<file path="src/rtl/tmr_pkg.sv">
package tmr_pkg;

   // register selector inside one channel window
   typedef enum logic [2:0] {
      SEL_CTRL  = 3'd0,
      SEL_START = 3'd1,
      SEL_COUNT = 3'd2,
      SEL_WRAPS = 3'd3,
      SEL_STAT  = 3'd4,
      SEL_CLR   = 3'd5,
      SEL_MASK  = 3'd6,
      SEL_NONE  = 3'd7
   } reg_sel_e;

   localparam int          WIN_LSB  = 5;      // each window spans 32 bytes
   localparam logic [4:0]  GLB_OFF  = 5'h00;
   localparam logic [4:0]  REV_OFF  = 5'h10;

   function automatic reg_sel_e decode_sel(input logic [4:0] off);
      reg_sel_e s;
      if (off[1:0] != 2'b00) begin
         s = SEL_NONE;
      end else begin
         case (off[4:2])
            3'd0:    s = SEL_CTRL;
            3'd1:    s = SEL_START;
            3'd2:    s = SEL_COUNT;
            3'd3:    s = SEL_WRAPS;
            3'd4:    s = SEL_STAT;
            3'd5:    s = SEL_CLR;
            3'd6:    s = SEL_MASK;
            default: s = SEL_NONE;
         endcase
      end
      return s;
   endfunction

endpackage

</file>
<file path="src/rtl/tmr_channel.sv">
module tmr_channel #(
   parameter int W = 32
) (
   input  logic         clk,
   input  logic         rst_n,
   input  logic         glob_en,
   input  logic         ctrl_wr,
   input  logic         start_wr,
   input  logic         clr_wr,
   input  logic         mask_wr,
   input  logic         snap_req,
   input  logic [W-1:0] wdata,
   output logic         loc_en,
   output logic [W-1:0] start_q,
   output logic [W-1:0] snap_q,
   output logic [W-1:0] wraps_q,
   output logic         stat_q,
   output logic         mask_q,
   output logic         irq
);

   logic         run;
   logic         wrap;
   logic         launch;
   logic [W-1:0] cnt_q;

   assign run    = glob_en & loc_en;
   assign wrap   = run && (cnt_q == '0);
   assign launch = ctrl_wr && wdata[0] && !loc_en;
   assign irq    = stat_q & mask_q;

   always_ff @(posedge clk or negedge rst_n) begin
      if (!rst_n) begin
         loc_en  <= 1'b0;
         start_q <= '1;
         cnt_q   <= '1;
         snap_q  <= '1;
         wraps_q <= '0;
         stat_q  <= 1'b0;
         mask_q  <= 1'b0;
      end else begin
         if (ctrl_wr)  loc_en  <= wdata[0];
         if (start_wr) start_q <= wdata;
         if (mask_wr)  mask_q  <= wdata[0];
         if (launch)
            cnt_q <= start_q;
         else if (run)
            cnt_q <= wrap ? start_q : cnt_q - 1'b1;
         if (wrap) wraps_q <= wraps_q + 1'b1;
         if (wrap)
            stat_q <= 1'b1;
         else if (clr_wr && wdata[0])
            stat_q <= 1'b0;
         if (snap_req) snap_q <= cnt_q;
      end
   end


   dec_step_chk: assert property (@(posedge clk) disable iff (!rst_n)
      (run && cnt_q != '0) |=> (cnt_q == $past(cnt_q) - 1'b1));


   hold_stopped_chk: assert property (@(posedge clk) disable iff (!rst_n)
      (!run && !launch) |=> $stable(cnt_q));


   wrap_reload_chk: assert property (@(posedge clk) disable iff (!rst_n)
      wrap |=> (cnt_q == $past(start_q) && wraps_q == $past(wraps_q) + 1'b1));


   stat_prio_chk: assert property (@(posedge clk) disable iff (!rst_n)
      wrap |=> stat_q);


   launch_load_chk: assert property (@(posedge clk) disable iff (!rst_n)
      launch |=> (cnt_q == $past(start_q)));


   snap_capture_chk: assert property (@(posedge clk) disable iff (!rst_n)
      snap_req |=> (snap_q == $past(cnt_q)));

endmodule

</file>
<file path="src/rtl/tmr_rdmux.sv">
module tmr_rdmux
   import tmr_pkg::*;
#(
   parameter int             NUM_CH = 4,
   parameter int             W      = 32,
   parameter int             ADDR_W = 8,
   parameter logic [W-1:0]   REV_ID = '0
) (
   input  logic [ADDR_W-1:0]   addr,
   input  logic                glob_en,
   input  logic [NUM_CH-1:0]   loc_en,
   input  logic [NUM_CH-1:0]   stat,
   input  logic [NUM_CH-1:0]   mask,
   input  logic [NUM_CH*W-1:0] start_v,
   input  logic [NUM_CH*W-1:0] snap_v,
   input  logic [NUM_CH*W-1:0] wraps_v,
   output logic [W-1:0]        rdata
);

   localparam int WIN_W = ADDR_W - WIN_LSB;

   logic [WIN_W-1:0] win;
   logic [4:0]       off;
   reg_sel_e         sel;

   assign win = addr[ADDR_W-1:WIN_LSB];
   assign off = addr[WIN_LSB-1:0];
   assign sel = decode_sel(off);

   always_comb begin
      rdata = '0;
      if (win == '0) begin
         if (off == GLB_OFF)      rdata = W'(glob_en);
         else if (off == REV_OFF) rdata = REV_ID;
      end else begin
         for (int c = 0; c < NUM_CH; c++) begin
            if (win == WIN_W'(c + 1)) begin
               case (sel)
                  SEL_CTRL:  rdata = W'(loc_en[c]);
                  SEL_START: rdata = start_v[c*W +: W];
                  SEL_COUNT: rdata = snap_v[c*W +: W];
                  SEL_WRAPS: rdata = wraps_v[c*W +: W];
                  SEL_STAT:  rdata = W'(stat[c]);
                  SEL_MASK:  rdata = W'(mask[c]);
                  default:   rdata = '0;
               endcase
            end
         end
      end
   end

endmodule

</file>
<file path="src/rtl/tmr_bank.sv">
module tmr_bank
   import tmr_pkg::*;
#(
   parameter int           NUM_CH = 4,
   parameter int           W      = 32,
   parameter int           ADDR_W = 8,
   parameter logic [W-1:0] REV_ID = W'(32'h0000_0107)
) (
   input  logic              clk,
   input  logic              rst_n,
   input  logic [ADDR_W-1:0] bus_addr,
   input  logic [W-1:0]      bus_wdata,
   input  logic              bus_wr,
   input  logic              bus_rd,
   output logic [W-1:0]      bus_rdata,
   output logic [NUM_CH-1:0] ch_irq,
   output logic              irq_any
);

   localparam int WIN_W = ADDR_W - WIN_LSB;

   generate
      if (NUM_CH < 1)
         $error("tmr_bank: NUM_CH must be at least 1");
      if (W < 2)
         $error("tmr_bank: W must be at least 2");
      if (ADDR_W <= WIN_LSB || (NUM_CH + 1) * 32 > (1 << ADDR_W))
         $error("tmr_bank: ADDR_W too small for NUM_CH windows");
   endgenerate

   logic [WIN_W-1:0]   win;
   logic [4:0]         off;
   reg_sel_e           sel;
   logic               glob_en_q;
   logic [NUM_CH-1:0]  loc_en, stat, mask;
   logic [NUM_CH*W-1:0] start_v, snap_v, wraps_v;

   assign win = bus_addr[ADDR_W-1:WIN_LSB];
   assign off = bus_addr[WIN_LSB-1:0];
   assign sel = decode_sel(off);

   always_ff @(posedge clk or negedge rst_n) begin
      if (!rst_n)
         glob_en_q <= 1'b0;
      else if (bus_wr && win == '0 && off == GLB_OFF)
         glob_en_q <= bus_wdata[0];
   end

   genvar c;
   generate
      for (c = 0; c < NUM_CH; c++) begin : g_ch
         logic hit;
         assign hit = (win == WIN_W'(c + 1));

         tmr_channel #(.W(W)) u_ch (
            .clk      (clk),
            .rst_n    (rst_n),
            .glob_en  (glob_en_q),
            .ctrl_wr  (bus_wr && hit && sel == SEL_CTRL),
            .start_wr (bus_wr && hit && sel == SEL_START),
            .clr_wr   (bus_wr && hit && sel == SEL_CLR),
            .mask_wr  (bus_wr && hit && sel == SEL_MASK),
            .snap_req (bus_rd && hit && sel == SEL_WRAPS),
            .wdata    (bus_wdata),
            .loc_en   (loc_en[c]),
            .start_q  (start_v[c*W +: W]),
            .snap_q   (snap_v[c*W +: W]),
            .wraps_q  (wraps_v[c*W +: W]),
            .stat_q   (stat[c]),
            .mask_q   (mask[c]),
            .irq      (ch_irq[c])
         );
      end
   endgenerate

   assign irq_any = |ch_irq;

   tmr_rdmux #(
      .NUM_CH (NUM_CH),
      .W      (W),
      .ADDR_W (ADDR_W),
      .REV_ID (REV_ID)
   ) u_rdmux (
      .addr    (bus_addr),
      .glob_en (glob_en_q),
      .loc_en  (loc_en),
      .stat    (stat),
      .mask    (mask),
      .start_v (start_v),
      .snap_v  (snap_v),
      .wraps_v (wraps_v),
      .rdata   (bus_rdata)
   );


   irq_needs_stat_chk: assert property (@(posedge clk) disable iff (!rst_n)
      $rose(irq_any) |-> ((stat & mask) != '0));

endmodule

</file>
<file path="config.mk">
export PLATFORM = sky130hd
export DESIGN_NAME = tmr_bank
export DESIGN_NICKNAME = d
export VERILOG_FILES = /design/src/rtl/tmr_pkg.sv /design/src/rtl/tmr_channel.sv /design/src/rtl/tmr_rdmux.sv /design/src/rtl/tmr_bank.sv
export SDC_FILE = /design/constraint.sdc
export NUM_CORES = 1
export LEC_CHECK = 0
export ABC_AREA = 1
export BUFFER_PORTS_ARGS = -buffer_cell sky130_fd_sc_hd__buf_2
export CORE_MARGIN = 1.5
export CORE_UTILIZATION = 30
export CTS_CLUSTER_SIZE = 14
export DETAILED_ROUTE_END_ITERATION = 10
export GPL_ROUTABILITY_DRIVEN = 0
export SLEW_MARGIN = 10
export SYNTH_ARGS = -nofsm -noshare
export SYNTH_HDL_FRONTEND = slang
export SYNTH_SLANG_ARGS = --single-unit
</file>
<file path="constraint.sdc">
create_clock -name clk -period 2.3 [get_ports clk]
set_input_delay 0.115 -clock clk [delete_from_list [all_inputs] [get_ports clk]]
set_output_delay 0.115 -clock clk [all_outputs]
set_load 0.005 [all_outputs]
</file>
Yosys cells after proc, flatten, opt, wreduce, memory -nomap -nowiden
Index checks and enable logic that the tools add are counted.

Register bits after elaboration: 525. Bits of input ports: 44.

Add/sub/neg operators: 8. Eq/ne operators: 17. Mux-type cells: 33. Bitwise gates (word level): 8. Reductions and logical operators: 68.

Operators with widths (number): $pmux W32 S6 (4); $mux W32 (18); $add A32 B1 Y32 const B (4); $logic_not A32 Y1 (4); $sub A32 B1 Y32 const B (4); $logic_and A1 B1 Y1 (46); $eq A3 B3 Y1 const B (7); $pmux W3 S7 (1); $eq A3 B2 Y1 const B (6); $reduce_bool A2 Y1 (9); $eq A3 B1 Y1 const B (3); $logic_not A3 Y1 (3); $mux W9 (1); $and A1 B1 Y1 (8); $mux W1 (8); $eq A5 B5 Y1 const B (1); $logic_not A5 Y1 (1); $logic_not A1 Y1 (4); $reduce_or A4 Y1 (1); $mux W3 (1).

Longest topological paths before layout
Gate-level depths: netlist of the first run.

Depth after elaboration: 10. Depth in mapped cells: 15. Mapped depth without buffers: 13.

Cells and area by module
A second synthesis of the first run with hierarchy kept.

Cells, all modules: 4698. Area, all modules: 32804.0 um2.

By module, submodules not included: tmr_channel (instances 4, cells each 954, area an instance 7190.6 um2, sequential area each 3398.3 um2); tmr_rdmux (instances 1, cells each 823, area an instance 3771.1 um2, sequential area each 0.0 um2); tmr_bank (instances 1, cells each 59, area an instance 270.3 um2, sequential area each 25.0 um2).

Worst setup path after synthesis of the first run
No wires, ideal clock.

Path kind: register to register. From: register g_ch[2].u_ch.cnt_q[0]. To: register g_ch[2].u_ch.cnt_q[1]. Arrival: 1.951 ns. Required time: 2.218 ns. Path slack: 0.267 ns. Stages on the path, launching flop included: 15. Path buffers: 3. Cells stage by stage: dfstp_2 inv_1 ha_1 buf_2 nand2_2 nor2_4 nand2_4 nor2_4 nand2_4 nor2_8 nor2_2 buf_6 buf_6 o211ai_1 nand2_1.

Longest elaborated chain between the ends: 5. Elaborated cells between the ends (all ways): 6.

Ends and longest elaborated chain: from (decl) (RTL line tmr_channel.sv:25) `logic [W-1:0] cnt_q;`; from (signal assigned) (RTL line tmr_channel.sv:46) `cnt_q <= start_q;`; from (signal assigned) (RTL line tmr_channel.sv:48) `cnt_q <= wrap ? start_q : cnt_q - 1'b1;`; parallel branches: the longest is 2 deep, another holds $sub A32 B1 Y32; $mux W32 * (RTL line tmr_channel.sv:48); $mux W32 * (RTL line tmr_channel.sv:47) `else if (run)`; $mux W32 * (RTL line tmr_channel.sv:45) `if (launch)`.

Every way passes the cells marked *. The select of a mux whose other input is x is not followed. A chain may end at the register's enable or synchronous reset.

Worst setup path after layout of the first run
From: register g_ch[3].u_ch.wraps_q[1]. To: output port bus_rdata[1].

Longest elaborated chain between the ends: 3.

Ends and longest elaborated chain: from (decl) (RTL line tmr_channel.sv:16) `output logic [W-1:0] wraps_q,`; from (signal assigned) (RTL line tmr_channel.sv:49) `if (wrap) wraps_q <= wraps_q + 1'b1;`; $pmux W32 S6 (RTL line tmr_rdmux.sv:38) `case (sel)`; $mux W32 (RTL line tmr_rdmux.sv:37) `if (win == WIN_W'(c + 1)) begin`; $mux W32 (RTL line tmr_rdmux.sv:32) `if (win == '0) begin`; to (decl) (RTL line tmr_bank.sv:15) `output logic [W-1:0] bus_rdata,`.

No other way between the ends.

==> out/metrics.yaml, run 1 <==
layout_common_cells: "nand2_1 (1,177), o21ai_0 (448), dfstp_2 (384)"
die_h_um: 321
max_freq_mhz: 402
finalNetCount: 4256
drc_errors: 0
worstPathArrival_ns: 2.37
cp_top_family: "simple AND/OR/NAND/NOR gates"
avgSynthCellArea_um2: 7.53
drv_cap: 0
antenna_left: 0
syn_area_um2: 30400
r2r_slack_ns: 0.14
worstSkewPairLatency_ns: 0.66
drt_iter0_drc: 3511
report.final.slew_viol_count: 0
violations: "setup timing"
ir_drop_uv: 552
crit_path_max_fanout: 2
vias: 29300
wire_per_inst_um: 21.0
ys_ff_latch: 525
ys_warn_count: 0
syn_inst: 4036
r2r_start: "glob_en_q"
syn_to_final_growth_pct: 18.1
io_pins: 81
antenna_found_initial: 10
clk_path_buf_depth: 3
worstHoldStart: "bus_wdata[27]"
end_kind: "output port"
hp-class: "in -> reg"
totalWireLength_um: 118000
cpPeakStageDelay_ns: 0.40
dieArea_um2: 103000
die_x_um: 321
grt_pass1_vias: 27300
path_clk_slew_ns: 0.06
yosysUniqueCellTypes: 52
clock_skew_ns: 0.0339
hold_ws_ns: 0.0392
total_leakage_power_nw: 15.3
cts_tree: "yes"
worst_pin_slew_ns: 1.08
post-route-period-util_pct: 108
core_um2: 100000
period_minus_slack_ns: 2.49
critPathLaunchType: "flop"
cp_cell_sequence: "inv_2 > o22ai_2 > a21oi_2 > nor2_1 > nor2_2 > nand4_1 > buf_2"
synth-edff-count: 0
dp_hpwl_um: 88100
hold_violations: 0
cp_slowest_cell: "dfrtp_1"
gr-total-overflow: 0
critical_path_buf_inv_count: 2
grt_start_max_net_pins: 80
rows: 116
clock_sinks: 525
cellPowerDensity_nw_per_um2: 615
setup_viol: 9
rsz0062_at_grt: "yes"
initial_utilization_pct: 30.3
cts_buffers: 59
crit_type: "reg -> out"
synth_ff_type: "dfstp_2"
via_per_inst: 5.22
cp.required_ns: 2.18
syn-num-nets: 4088
nFillCells: 10500
slew_headroom_pct: 27.5
grt_pass1_wl_um: 176000
fin_cells: 5612
first_pass_iters: 7
numPortBuffers: 80
drive_gt1_share_pct: 20.9
place_inst: 5462
seq_area_frac_synth_pct: 44.8
status: "finished with violations"
clock-root-buffer: "clkbuf_16"
h-tree-depth: 2
fin_ws_ns: -0.189
grt.total_usage_pct: 22.5
cp-startpoint: "g_ch[3].u_ch.wraps_q[1]"
ys_async_sr_fraction_pct: 100
layout_commonest_cell: "nand2_1"
==> where the power goes <==
group / switching [mW] / leakage, nW / internal [mW] / total [mW]
logic: 1.16 / 8.39 / 0.560 / 1.72
registers: 0.438 / 5.93 / 9.98 / 10.4
clock network: 4.18 / 0.998 / 5.76 / 9.94
total: 5.78 / 15.3 / 16.3 / 22.1
==> state kept, by name, indices dropped and copies added (netlist names) <==
register           count
g_ch.u_ch.cnt_q      128
g_ch.u_ch.snap_q     128
g_ch.u_ch.start_q    128
g_ch.u_ch.wraps_q    128
g_ch.u_ch.loc_en       4
g_ch.u_ch.mask_q       4
g_ch.u_ch.stat_q       4
glob_en_q              1
==> kinds of logic after synthesis <==
group	count (synthesis)	share of synthesized area, %
buf+inv	566	7.62
compound gates	790	14.5
flops	525	44.8
xor+xnor	176	5.07
simple gates	1956	27.1
mux	15	0.556
fa+ha+maj	8	0.329
==> worst paths after layout <==
kind / end / cells past startpoint
worst max-delay path: bus_rdata[1] / 7
worst min-delay path: g_ch[3].u_ch.start_q[27] / 3
worst max register to register: g_ch[1].u_ch.wraps_q[11] / 9
worst min register to register: g_ch[1].u_ch.cnt_q[29] / 2
max in group asynchronous: g_ch[0].u_ch.wraps_q[18] / 3
min in group asynchronous: g_ch[0].u_ch.snap_q[3] / 2
==> repair_timing <==
item / CTS / global route
pin swaps: 14 / 18
buffers inserted: 7 / 8
setup endpoints to repair: 21 / 31
endpoints found under the hold margin: 228 / 0
resized for setup: 42 / 37
hold buffers: 24 / 0
==> synthesized netlist by cell type (11+ instances only) <==
cell type / instances / share of area [%]
a21oi_1: 114 / 1.9
a221oi_1: 17 / 0.49
a22oi_1: 54 / 1.3
buf_2: 55 / 0.91
buf_6: 12 / 0.44
clkbuf_1: 97 / 1.2
dfrtp_1: 141 / 12
dfstp_2: 384 / 33
inv_1: 377 / 4.7
mux2_2: 15 / 0.56
nand2_1: 1189 / 15
nand2_2: 11 / 0.23
nand3_1: 170 / 2.8
nand4_1: 71 / 1.5
nor2_1: 361 / 4.5
nor2_2: 12 / 0.25
nor2_4: 12 / 0.44
nor3_1: 88 / 1.4
nor4_1: 12 / 0.25
o211ai_1: 52 / 1.3
o21ai_0: 463 / 7.6
o21ai_1: 38 / 0.63
o22ai_1: 23 / 0.47
xnor2_1: 30 / 0.86
xor2_1: 146 / 4.2
==> tightest hold or removal path: cells and delay by family <==
kind	cells	cell delay [ns]
buf+inv	2	0.30
compound gates	1	0.24
==> per-stage QoR <==
stage / TNS (ns) / cell area [um^2] / utilization (%) / worst slack [ns] / power (mW)
after global placement: -0.176 / 33300 / 33.2 / -0.176 / 12.1
after floorplan: 0 / 30400 / - / 0.267 / 11.2
after global routing: -0.860 / 35900 / 35.8 / -0.139 / 22.8
after CTS: -0.606 / 35700 / 35.6 / -0.138 / 22.2
after detailed placement: -0.235 / 33300 / 33.2 / -0.231 / 12.2
final: -0.623 / 35900 / 35.8 / -0.189 / 22.1
==> final cells by class <==
| type | count | area [um^2] | area share [%] |
|---|---|---|---|
| Timing Repair Buffer | 285 | 2370 | 6.60 |
| Multi-Input combinational cell | 2945 | 14700 | 40.9 |
| Sequential cell | 525 | 13600 | 38.0 |
| Clock buffer | 97 | 1860 | 5.20 |
| Clock inverter | 13 | 163 | 0.453 |
| Antenna cell | 2 | 5.00 | 0.0139 |
| Inverter | 388 | 1460 | 4.07 |
| Tap cell | 1357 | 1700 | 4.73 |
==> metal layers <==
layer / GRT usage [%] / share of wire [%] / vias up
met5: 0 / 0.069 / -
met4: 9.48 / 4.6 / 12
met3: 5.00 / 10 / 277
met2: 33.2 / 42 / 1492
met1: 31.5 / 42 / 14000
li1: - / - / 13500
No activity file was read; power rests on OpenSTA's default activity.
==> run 2: changes to the inputs <==
Settings changed: CAP_MARGIN set to 20, CELL_PAD_IN_SITES_DETAIL_PLACEMENT set to 0, CELL_PAD_IN_SITES_GLOBAL_PLACEMENT set to 1, PLACE_DENSITY_LB_ADDON set to 0.1.
Clock period 2.3 ns to 3.1 ns, I/O delays scaled along.
==> run 2 against run 1 <==
The flow now finishes without violations. Sequential power is 26% lower. Final cell count is 1.1% lower. Worst hold slack gained 0.0095 ns. Clock power fell by 15%. Clock-buffer cell count rose by 3. Critical path depth grew 6. Critical path type is now in -> out. Highest routed layer is now met4.
==> out/metrics.yaml, run 2 (synthesis results as in run 1) <==
highest_layer: "met4"
cp_slowest_cell: "a21oi_1"
h-tree-depth: 3
report.final.slew_viol_count: 0
initial_utilization_pct: 30.3
setup_viol: 0
critPathLaunchType: "input port"
layout_commonest_cell: "nand2_1"
postCtsSetupBuffers: 0
dr_wl_met2_um: 58300
clk_path_buf_depth: 3
totalWireLength_um: 134000
first_pass_iters: 5
die_x_um: 321
max_freq_mhz: 347
via_per_inst: 5.05
fin_cells: 5553
crit_type: "in -> out"
tns_ns: 0
critical_path_buf_inv_count: 4
finalPower_mw: 17.4
status: "complete, no violations"
slew_headroom_pct: 30.8
cp_top_family: "simple AND/OR/NAND/NOR gates"
pre_cts_slack_ns: 0.362
cellPowerDensity_nw_per_um2: 494
grt.total_usage_pct: 26.0
path_clk_slew_ns: 0.05
place_area_um2: 32800
clock_skew_ns: 0.0239
period_minus_slack_ns: 2.88
core_um2: 100000
crit_path_frequent_cell: "nand2_1"
gr-total-overflow: 0
cpPeakStageDelay_ns: 0.48
fin_util_pct: 35.2
drive_gt1_share_pct: 18.8
vias: 28000
hold_ws_ns: 0.0487
rsz0062_at_grt: "no"
antenna_left: 0
grt_start_max_net_pins: 76
p_sw_share_pct: 26.5
hold_violations: 0
post-route-period-util_pct: 92.8
grt_pass1_vias: 27300
antenna_found_initial: 9
place_inst: 5408
dp_hpwl_um: 102000
hp-class: "in -> reg"
wl_met3_um: 6850
cts_tree: "yes"
cp.required_ns: 2.94
cp_cell_sequence: "buf_2 > nor2_4 > nand3_1 > nor2_4 > buf_12 > buf_12 > nand2_1 > o211ai_1 > nand2_1 > nand2_1 > nand3_1 > a21oi_1 > buf_2"
crit_path_max_fanout: 44
worstSkewPairLatency_ns: 0.65
worst_pin_slew_ns: 1.04
total_leakage_power_nw: 15.1
die_h_um: 321
wire_per_inst_um: 24.2
post_cts_resize_count: 0
m1WireLength_um: 65900
finalNetCount: 4185
dieArea_um2: 103000
fin_ws_ns: 0.222
clkPwrFrac_pct: 48.5
combPwrFrac_pct: 7.2
p_sw_mw: 4.62
numPortBuffers: 80
clock-root-buffer: "clkbuf_16"
io_pins: 81
drv_cap: 0
drt_iter0_drc: 2455
ir_drop_uv: 343
worstPathArrival_ns: 2.72
drc_errors: 0
design_area_um2: 35300
cts_buffers: 70
hold_buffers: 10
grt_pass1_wl_um: 196000
layout_common_cells: "nand2_1 (1,183), o21ai_0 (463), dfstp_2 (384)"
rows: 116
end_kind: "output port"
clock_sinks: 525
syn_to_final_growth_pct: 16.2
internal-power_mw: 12.8
seq_power_share_pct: 44.2
==> run 2: cell count changes in the layout (fill, tap and decap cells not counted), sizes merged <==
| cell | previous run | this run |
|---|---|---|
| clkinv | 11 | 15 |
| dlygate4sd3 | 24 | 10 |
| bufinv | 2 | 5 |
| clkbuf | 97 | 100 |
| diode | 2 | 8 |
| clkinvlp | 0 | 3 |
| buf | 261 | 193 |
| inv | 388 | 392 |
==> run 2: power by group through the flow <==
stage / Sequential, mW / Clock [mW] / Combinational, mW
after floorplan: 7.67 / 0 / 0.615
after global placement: 7.82 / 0 / 1.24
after detailed placement: 7.81 / 0 / 1.25
after CTS: 7.72 / 8.69 / 1.26
after global routing: 7.76 / 8.93 / 1.40
final: 7.72 / 8.46 / 1.26
==> run 2: cell type report <==
| class | count | area [um^2] |
|---|---|---|
| Fill cell | 10800 | 65000 |
| Multi-Input combinational cell | 2945 | 14500 |
| Sequential cell | 525 | 13600 |
| Clock buffer | 100 | 2060 |
| Tap cell | 1357 | 1700 |
| Timing Repair Buffer | 203 | 1660 |
| Inverter | 388 | 1460 |
| Clock inverter | 27 | 287 |
| Antenna cell | 8 | 20.0 |
==> run 2: final timing paths <==
path / from / end / slack [ns] / depth (start not counted)
setup / recovery: bus_addr[1] / bus_rdata[25] / 0.22 / 13
hold / removal: bus_wdata[29] / g_ch[2].u_ch.start_q[29] / 0.05 / 3
setup reg to reg: g_ch[1].u_ch.cnt_q[0] / g_ch[1].u_ch.cnt_q[15] / 0.40 / 12
hold reg to reg: g_ch[1].u_ch.cnt_q[29] / g_ch[1].u_ch.cnt_q[29] / 0.47 / 2
max in group asynchronous: rst_n / g_ch[3].u_ch.start_q[26] / 1.92 / 3
min in group asynchronous: rst_n / g_ch[1].u_ch.wraps_q[12] / 0.18 / 2
==> run 2: worst register-to-register path: stages (launching register included) <==
cell,delay [ns]
dfstp_2,0.52
inv_1,0.08
ha_1,0.22
nand2_1,0.15
nor2_4,0.07
nand2_2,0.09
nor2_4,0.07
nand2_4,0.11
nor2_8,0.07
nor2_4,0.79
o21ai_0,0.18
buf_4,0.17
o21ai_1,0.11
==> run 2: metal layers <==
layer | global-route usage (%) | vias to the layer above
met5 | 0 | -
met4 | 6.49 | 0
met3 | 3.60 | 142
met2 | 39.6 | 731
met1 | 38.6 | 13800
li1 | - | 13400
